`config.mk`:
```
export PLATFORM = sky130hd
export DESIGN_NAME = fetch_aligner
export DESIGN_NICKNAME = d
export VERILOG_FILES = /design/src/rtl/fa_pkg.sv /design/src/rtl/fa_classify.sv /design/src/rtl/fa_extract.sv /design/src/rtl/fa_length.sv /design/src/rtl/fetch_aligner.sv
export SDC_FILE = /design/constraint.sdc
export NUM_CORES = 1
export LEC_CHECK = 0
export BUFFER_PORTS_ARGS = -buffer_cell sky130_fd_sc_hd__buf_4
export CAP_MARGIN = 5
export CORE_MARGIN = 4
export CORE_UTILIZATION = 34
export DETAILED_ROUTE_END_ITERATION = 16
export PLACE_DENSITY = 0.85
export SYNTH_ARGS = -nofsm -noshare
export SYNTH_HDL_FRONTEND = slang
export SYNTH_SLANG_ARGS = --single-unit
```
`constraint.sdc`:
```
create_clock -name vclk -period 5.1
set_input_delay 1.02 -clock vclk [all_inputs]
set_output_delay 1.02 -clock vclk [all_outputs]
set_load 0.05 [all_outputs]
```
`src/rtl/fa_pkg.sv`:
```
package fa_pkg;
  localparam int unsigned BYTE_W = 8;
  localparam int unsigned NIB_W  = 4;
  localparam logic [NIB_W-1:0] REG_NONE = 4'h8;

  typedef enum logic [NIB_W-1:0] {
    OP_HALT  = 4'h0,
    OP_NOP   = 4'h1,
    OP_RMOV  = 4'h2,
    OP_IMOV  = 4'h3,
    OP_STORE = 4'h4,
    OP_LOAD  = 4'h5,
    OP_ALU   = 4'h6,
    OP_JUMP  = 4'h7,
    OP_CALL  = 4'h8,
    OP_RET   = 4'h9,
    OP_PUSH  = 4'hA,
    OP_POP   = 4'hB
  } op_e;
endpackage

```
`src/rtl/fa_classify.sv`:
```
module fa_classify
  import fa_pkg::*;
(
  input  logic [NIB_W-1:0] code_i,
  output logic             has_reg_o,
  output logic             has_const_o,
  output logic             known_o
);
  always_comb begin
    has_reg_o   = 1'b0;
    has_const_o = 1'b0;
    known_o     = 1'b0;
    case (op_e'(code_i))
      OP_HALT, OP_NOP, OP_RET: begin
        known_o = 1'b1;
      end
      OP_RMOV, OP_ALU, OP_PUSH, OP_POP: begin
        known_o   = 1'b1;
        has_reg_o = 1'b1;
      end
      OP_IMOV, OP_STORE, OP_LOAD: begin
        known_o     = 1'b1;
        has_reg_o   = 1'b1;
        has_const_o = 1'b1;
      end
      OP_JUMP, OP_CALL: begin
        known_o     = 1'b1;
        has_const_o = 1'b1;
      end
      default: begin
        known_o = 1'b0;
      end
    endcase
  end
endmodule

```
`src/rtl/fa_extract.sv`:
```
module fa_extract
  import fa_pkg::*;
#(
  parameter int unsigned WORD_BYTES = 4,
  localparam int unsigned TAIL_BYTES = WORD_BYTES + 1,
  localparam int unsigned WORD_W     = BYTE_W * WORD_BYTES
) (
  input  logic [BYTE_W*TAIL_BYTES-1:0] tail_i,
  input  logic                         has_reg_i,
  input  logic                         has_const_i,
  output logic [NIB_W-1:0]             ra_o,
  output logic [NIB_W-1:0]             rb_o,
  output logic [WORD_W-1:0]            valc_o
);
  assign ra_o = has_reg_i ? tail_i[BYTE_W-1 -: NIB_W] : REG_NONE;
  assign rb_o = has_reg_i ? tail_i[NIB_W-1:0]         : REG_NONE;

  for (genvar k = 0; k < WORD_BYTES; k++) begin : g_cbyte
    logic [BYTE_W-1:0] pick;
    assign pick = has_reg_i ? tail_i[BYTE_W*(k+1) +: BYTE_W]
                            : tail_i[BYTE_W*k     +: BYTE_W];
    assign valc_o[BYTE_W*k +: BYTE_W] = has_const_i ? pick : '0;
  end
endmodule

```
`src/rtl/fa_length.sv`:
```
module fa_length #(
  parameter int unsigned ADDR_W     = 32,
  parameter int unsigned WORD_BYTES = 4,
  localparam int unsigned STEP_W    = $clog2(WORD_BYTES + 3)
) (
  input  logic [ADDR_W-1:0] pc_i,
  input  logic              has_reg_i,
  input  logic              has_const_i,
  output logic [ADDR_W-1:0] next_o
);
  logic [STEP_W-1:0] step;

  always_comb begin
    step = STEP_W'(1) + STEP_W'(has_reg_i)
         + (has_const_i ? STEP_W'(WORD_BYTES) : STEP_W'(0));
  end

  assign next_o = pc_i + ADDR_W'(step);
endmodule

```
`src/rtl/fetch_aligner.sv`:
```
module fetch_aligner
  import fa_pkg::*;
#(
  parameter int unsigned ADDR_W     = 32,
  parameter int unsigned WORD_BYTES = 4,
  localparam int unsigned FETCH_BYTES = WORD_BYTES + 2,
  localparam int unsigned WORD_W      = BYTE_W * WORD_BYTES
) (
  input  logic [ADDR_W-1:0]             pc_i,
  input  logic [BYTE_W*FETCH_BYTES-1:0] ibytes_i,
  output logic [NIB_W-1:0]              icode_o,
  output logic [NIB_W-1:0]              ifun_o,
  output logic [NIB_W-1:0]              ra_o,
  output logic [NIB_W-1:0]              rb_o,
  output logic [WORD_W-1:0]             valc_o,
  output logic [ADDR_W-1:0]             valp_o,
  output logic                          valid_o
);
  logic has_reg;
  logic has_const;

  assign icode_o = ibytes_i[BYTE_W-1 -: NIB_W];
  assign ifun_o  = ibytes_i[NIB_W-1:0];

  fa_classify u_class (
    .code_i      (icode_o),
    .has_reg_o   (has_reg),
    .has_const_o (has_const),
    .known_o     (valid_o)
  );

  fa_extract #(.WORD_BYTES(WORD_BYTES)) u_extract (
    .tail_i      (ibytes_i[BYTE_W*FETCH_BYTES-1:BYTE_W]),
    .has_reg_i   (has_reg),
    .has_const_i (has_const),
    .ra_o        (ra_o),
    .rb_o        (rb_o),
    .valc_o      (valc_o)
  );

  fa_length #(.ADDR_W(ADDR_W), .WORD_BYTES(WORD_BYTES)) u_len (
    .pc_i        (pc_i),
    .has_reg_i   (has_reg),
    .has_const_i (has_const),
    .next_o      (valp_o)
  );
endmodule

```
==> Yosys cells after proc, flatten, opt, wreduce, memory -nomap -nowiden <==
Index checks and enable logic that the tools add are counted.
{ "op_classes": {"addsub": 3, "multipliers": 0, "div": 0, "n_lt_le_gt_ge": 0, "eq_ne": 11, "shift": 0, "muxes": 14, "bitwise_logic": 0, "n_reduce_logical": 4} }
{ "ops": {"columns": ["operator", "n"], "rows": [
  ["two-way mux 8 bit", 8],
  ["adder 32 x 3 -> 32 bit", 1],
  ["equality test 4 x 3 -> 1 bit (second input constant)", 4],
  ["equality test 4 bit (second input constant)", 4],
  ["OR reduction 12 bit", 1],
  ["equality test 4 x 2 -> 1 bit (second input constant)", 2],
  ["two-way mux 4 bit", 2],
  ["OR reduction 7 bit", 1],
  ["OR reduction 5 bit", 1],
  ["equality test 4 x 1 -> 1 bit (second input constant)", 1],
  ["logical NOT 4 bit", 1],
  ["adder 3 bit", 1],
  ["two-way mux 1 bit", 3],
  ["two-way mux 3 bit", 1],
  ["adder 1 x 1 -> 2 bit (first input constant)", 1]
]} }
{ "totals": {"regBits": 0, "latchBits": 0, "ramBits": 0, "rom_bits": 0, "in_bits": 80, "output_inout_bits": 81, "memories": 0} }

==> Logic depth before layout (Yosys ltp) <==
{ "logic_depth": {"ltp_word": 6, "mapped_depth": 12} }

==> Modules after synthesis <==
A second synthesis with hierarchy kept.
{ "unflattened": {"cells_unflattened": 188, "hier_area_um2": 1473.9} }
{ "by_module_without_submodules": {"columns": ["module", "n_inst", "cells_per_inst", "area_each_um2", "seq_area_each_um2"], "rows": [
  ["fa_length", 1, 93, 699.4, 0.0],
  ["fa_extract", 1, 80, 664.4, 0.0],
  ["fetch_aligner", 1, 8, 60.1, 0.0],
  ["fa_classify", 1, 7, 50.0, 0.0]
]} }

==> Worst setup path before layout <==
No wires, ideal clock.
{ "synth_path": {"path_kind": "input-to-output", "start": "input ibytes_i[6]", "end": "output valp_o[20]", "arrival_time_ns": 3.985, "t_required_ns": 4.080, "setup_slack_ns": 0.095, "stages": 11, "path_cell_list": "mux2_2 inv_1 buf_1 ha_1 inv_1 fa_1 nor2b_1 o21a_1 clkbuf_1 nand4_1 xnor2_1"} }
{ "synth_via": {"elab_chain_cells": 6} }
{ "synth_lines": {"columns": ["item", "line", "text"], "rows": [
  ["start: declaration", "fetch_aligner.sv:10", "input logic [BYTE_W*FETCH_BYTES-1:0] ibytes_i,"],
  ["equality test 4 x 2 -> 1 bit (tied with other cells)", "fa_classify.sv:13", "case (op_e'(code_i))"],
  ["OR reduction 7 bit (no source line) or OR reduction 5 bit (tied branches)", null, null],
  ["two-way mux 1 bit", "fa_classify.sv:13", null],
  ["adder 1 x 1 -> 2 bit or two-way mux 3 bit (tied branches)", "fa_length.sv:14, fa_length.sv:15", null],
  ["adder 3 bit (*)", "fa_length.sv:15", "+ (has_const_i ? STEP_W'(WORD_BYTES) : STEP_W'(0));"],
  ["adder 32 x 3 -> 32 bit (*)", "fa_length.sv:18", "assign next_o = pc_i + ADDR_W'(step);"],
  ["end: declaration", "fetch_aligner.sv:16", "output logic [ADDR_W-1:0] valp_o,"]
]} }
Mark *: on every way between the ends. The rest lies on a longest branch, timed or not.

==> Worst setup path in the final report <==
{ "layout_path": {"start": "input ibytes_i[4]", "end": "output valp_o[30]"} }
The elaborated chain is that of the path after synthesis.

==> flow_results.org <==
** Setup path
- Type of element launching the critical path :: primary input
- On the critical path, the stage with the largest delay is an instance of fa_1.
- The cell family contributing the most delay on the critical path is buffers and inverters.
- CP Data Required Time :: 4.08 ns
- Crit path cell chain :: buf_4 > a21oi_1 > mux2_2 > inv_1 > buf_4 > fa_1 > nor2b_1 > o21ai_0 > nor4_1 > xor2_1 > buf_4
- In this run the worst path has a maximum fanout of 33.
- Type of the worst setup path :: primary input to output pin
- At the worst endpoint, the arrival time is 3.33 ns.
- Counting stages on the worst path, the most repeated cell is buf_4.
- Counting both buffers and inverters, the worst setup path holds a total of 4.
- On the worst path, the slowest cell contributes a delay of 0.45 ns.
- Crit path capture type :: output pin

** Timing
- Final critical-path share of the clock period :: 85.3%
- Transition time at the pin with the least slew margin :: 0.506 ns
- For this run, the top clock speed supported by timing is 0.230 GHz.
- Final setup fails :: 0
- Once routing completed, OpenROAD measured the worst setup slack at 0.751 ns.
- The final count of hold timing violations is 0.
- The smallest clock period supported by the final layout is computed as 4.35 ns.
- Unrepaired setup endpoints after global routing :: false
- Measured against its own limit, the worst slew margin works out to 65.9%.
- Total negative setup slack :: 0 ns
- Final Slew Violations :: 0

** Final layout
- Total area of multi-input combinational cells :: 1150 sq um
- 0 antenna diodes ended up in the layout.
- Clock buffers in the final layout number 0.
- Registers take 0 sq um.
- From synthesis to final layout, the design area changed by 88.4%.
- In the finished design the tool counted flip-flops and latches totalling 0.
- Cells with a size suffix above 1 make up 44.4% of the layout.
- The filler cells instantiated in the layout total 370.
- Net count reported at finish :: 451

** Die
- From left edge to right edge, the die measures 69.5 um.
- After floorplanning, the core was divided into 22 placement rows.
- Area of the die :: 4830 sq um
- The floorplan step set the die height to 69.5 um.
- Initial Util :: 35.1%
- Boundary pin count :: 161
- The floorplan step defined a core boundary enclosing 3660 sq um.

** Synthesis
- During synthesis, Yosys emitted a total of 0 warnings.
- Synthesis handed over a netlist of 228 instances.
- The synthesized netlist occupies a cell area of 1280 sq um.
- Yosys mapped the design onto 29 distinct sky130hd cell types.
- Syn_area_per_cell :: 5.64 sq um
- Summing the sequential cell areas from Yosys gives 0% of the chip area.
- Post-synth net total :: 312
- Main area contributors after synthesis :: nand2_1 (22%), xnor2_1 (16%), a21oi_1 (14%)
- The synthesized design devotes to its leading area cell type 21.6% of total area.
- Top cell types by occurrence after synthesis :: nand2_1 (74), a21oi_1 (35), xnor2_1 (24), nand3_1 (10)
- Of all cell types, the one taking the most synthesized area is nand2_1.
- nand2_1 is the most common cell in the netlist.

** Pwr
- Clock share of power :: 0%
- Switching power of the nets :: 239 uW
- Net switching is 66.0% of the power.
- Sequential cells account for 0% of the total power.
- Maximum VDD drop :: 0.0921 mV
- Cell internal power was estimated by the tool at 123 uW.
- In this run the power density over the cells is 150 nW/um^2.
- In this run the static leakage power is 0.00124 uW.
- Of the total power, combinational logic draws 100.0%.

** Global route
- Global-route wire length before repair :: 8.71 mm
- In the global route stage, overall resource usage came out at 21.0%.
- The via count of the first global-routing pass came to 1769.
- Entering global routing, the biggest net connects 42 pins.
- Number of antenna violations at the first check in global routing :: 0
- For this run the aggregate overflow at the end of global routing stands at 0.

** Run status
- The flow ran to the end, and the final reports show no timing, DRC or antenna violations.

** Placement
- Prior to clock tree synthesis, the placed netlist has a worst setup slack of 0.717 ns.
- Final Wtd Congestion :: 0.943
- During placement, the flow inserted port buffers numbering 153.
- Detailed placement ended at an HPWL of 4.88 mm.

** Drt
- Iteration count of the initial detailed-routing pass :: 5
- Dividing the detail-routed wire length by the instance count gives 13.9 um.
- Vias per std cell :: 4.92
- DRT Wirelength :: 5.73 mm
- For this block, the initial DRC count from the detailed router was 113.
- Met2 wire length :: 3.12 mm
- In the final routing, the length of wire on met1 measures 2.27 mm.
- Number of nets with antenna violations after detailed routing :: 0
- Remaining routing DRC violations :: 0
- After detailed routing, the met3 layer carries 276 um of wire.
- The highest metal layer carrying signal wires in the routed design is met4.
- Number of vias after detailed routing :: 2032

** Clock network
- Hold repair after CTS inserted 0 buffers.
- In this run, post-CTS repair resized a total of 0 instances.
- The number of setup buffers added after CTS is 0.

** Run
- Reported max-cap violation count :: 0

** Worst hold path
- Worst min-delay path class :: primary input to output pin
## final timing paths
path,startpoint,end,slack (ns),depth (start not counted)
worst min-delay path,ibytes_i[3],ifun_o[3],2.04,0
worst max-delay path,ibytes_i[4],valp_o[30],0.75,11
## cell type report
type                            instances  share of cell area, %
Tap cell                               48                   2.48
Multi-Input combinational cell        200                   47.4
Timing Repair Buffer                  158                   49.0
Inverter                                7                   1.09
## layout by cell type (no fill, tap or decap), types with 2 or more instances in the layout
master / synthesis / final
nand2_1: 74 / 74
nor4_1: 5 / 5
ha_1: 3 / 3
nand2b_1: 2 / 2
xor2_1: 6 / 6
and4_1: 6 / 6
buf_4: 8 / 158
a21oi_1: 35 / 35
inv_1: 7 / 7
xnor2_1: 24 / 24
and2_1: 8 / 8
nor2_1: 2 / 2
and3_1: 4 / 4
nand3_1: 10 / 10
nand4_1: 9 / 9
o21ai_0: 2 / 2
## power groups by stage
| stage | clock [uW] | combinational [uW] | sequential (uW) |
|---|---|---|---|
| 2_1_floorplan | 0 | 235 | 0 |
| 3_3_place_gp | 0 | 361 | 0 |
| 3_5_place_dp | 0 | 362 | 0 |
| 4_1_cts | 0 | 364 | 0 |
| 5_1_grt | 0 | 383 | 0 |
| 6_report | 0 | 363 | 0 |
## per-layer routing
metal,vias up,GRT usage [%]
met3,6,2.03
met4,0,1.95
met1,920,25.6
met5,-,0
li1,1044,-
met2,62,40.6
## per-stage QoR
step	hold slack (ns)	cells	power, uW	util [%]	cell area (sq um)
after floorplan	2.21	228	235	-	1280
after global placement	2.04	413	361	66.1	2420
after detailed placement	2.04	413	362	66.1	2420
after CTS	2.04	413	364	66.1	2420
after global routing	2.04	413	383	66.1	2420
final	2.04	413	363	66.1	2420
## logic make-up (layout without fill, tap and decap cells)
group | after synthesis | in the layout | synth area share [%]
AO/OA/AOI/OAI | 40 | 40 | 16.3
buffers and inverters | 28 | 165 | 10.6
XOR/XNOR | 30 | 30 | 20.4
AND/OR/NAND/NOR | 125 | 125 | 47.3
multiplexers | 1 | 1 | 0.876
adder cells (fa/ha/maj) | 4 | 4 | 4.48
No activity file was read; power rests on OpenSTA's default activity.
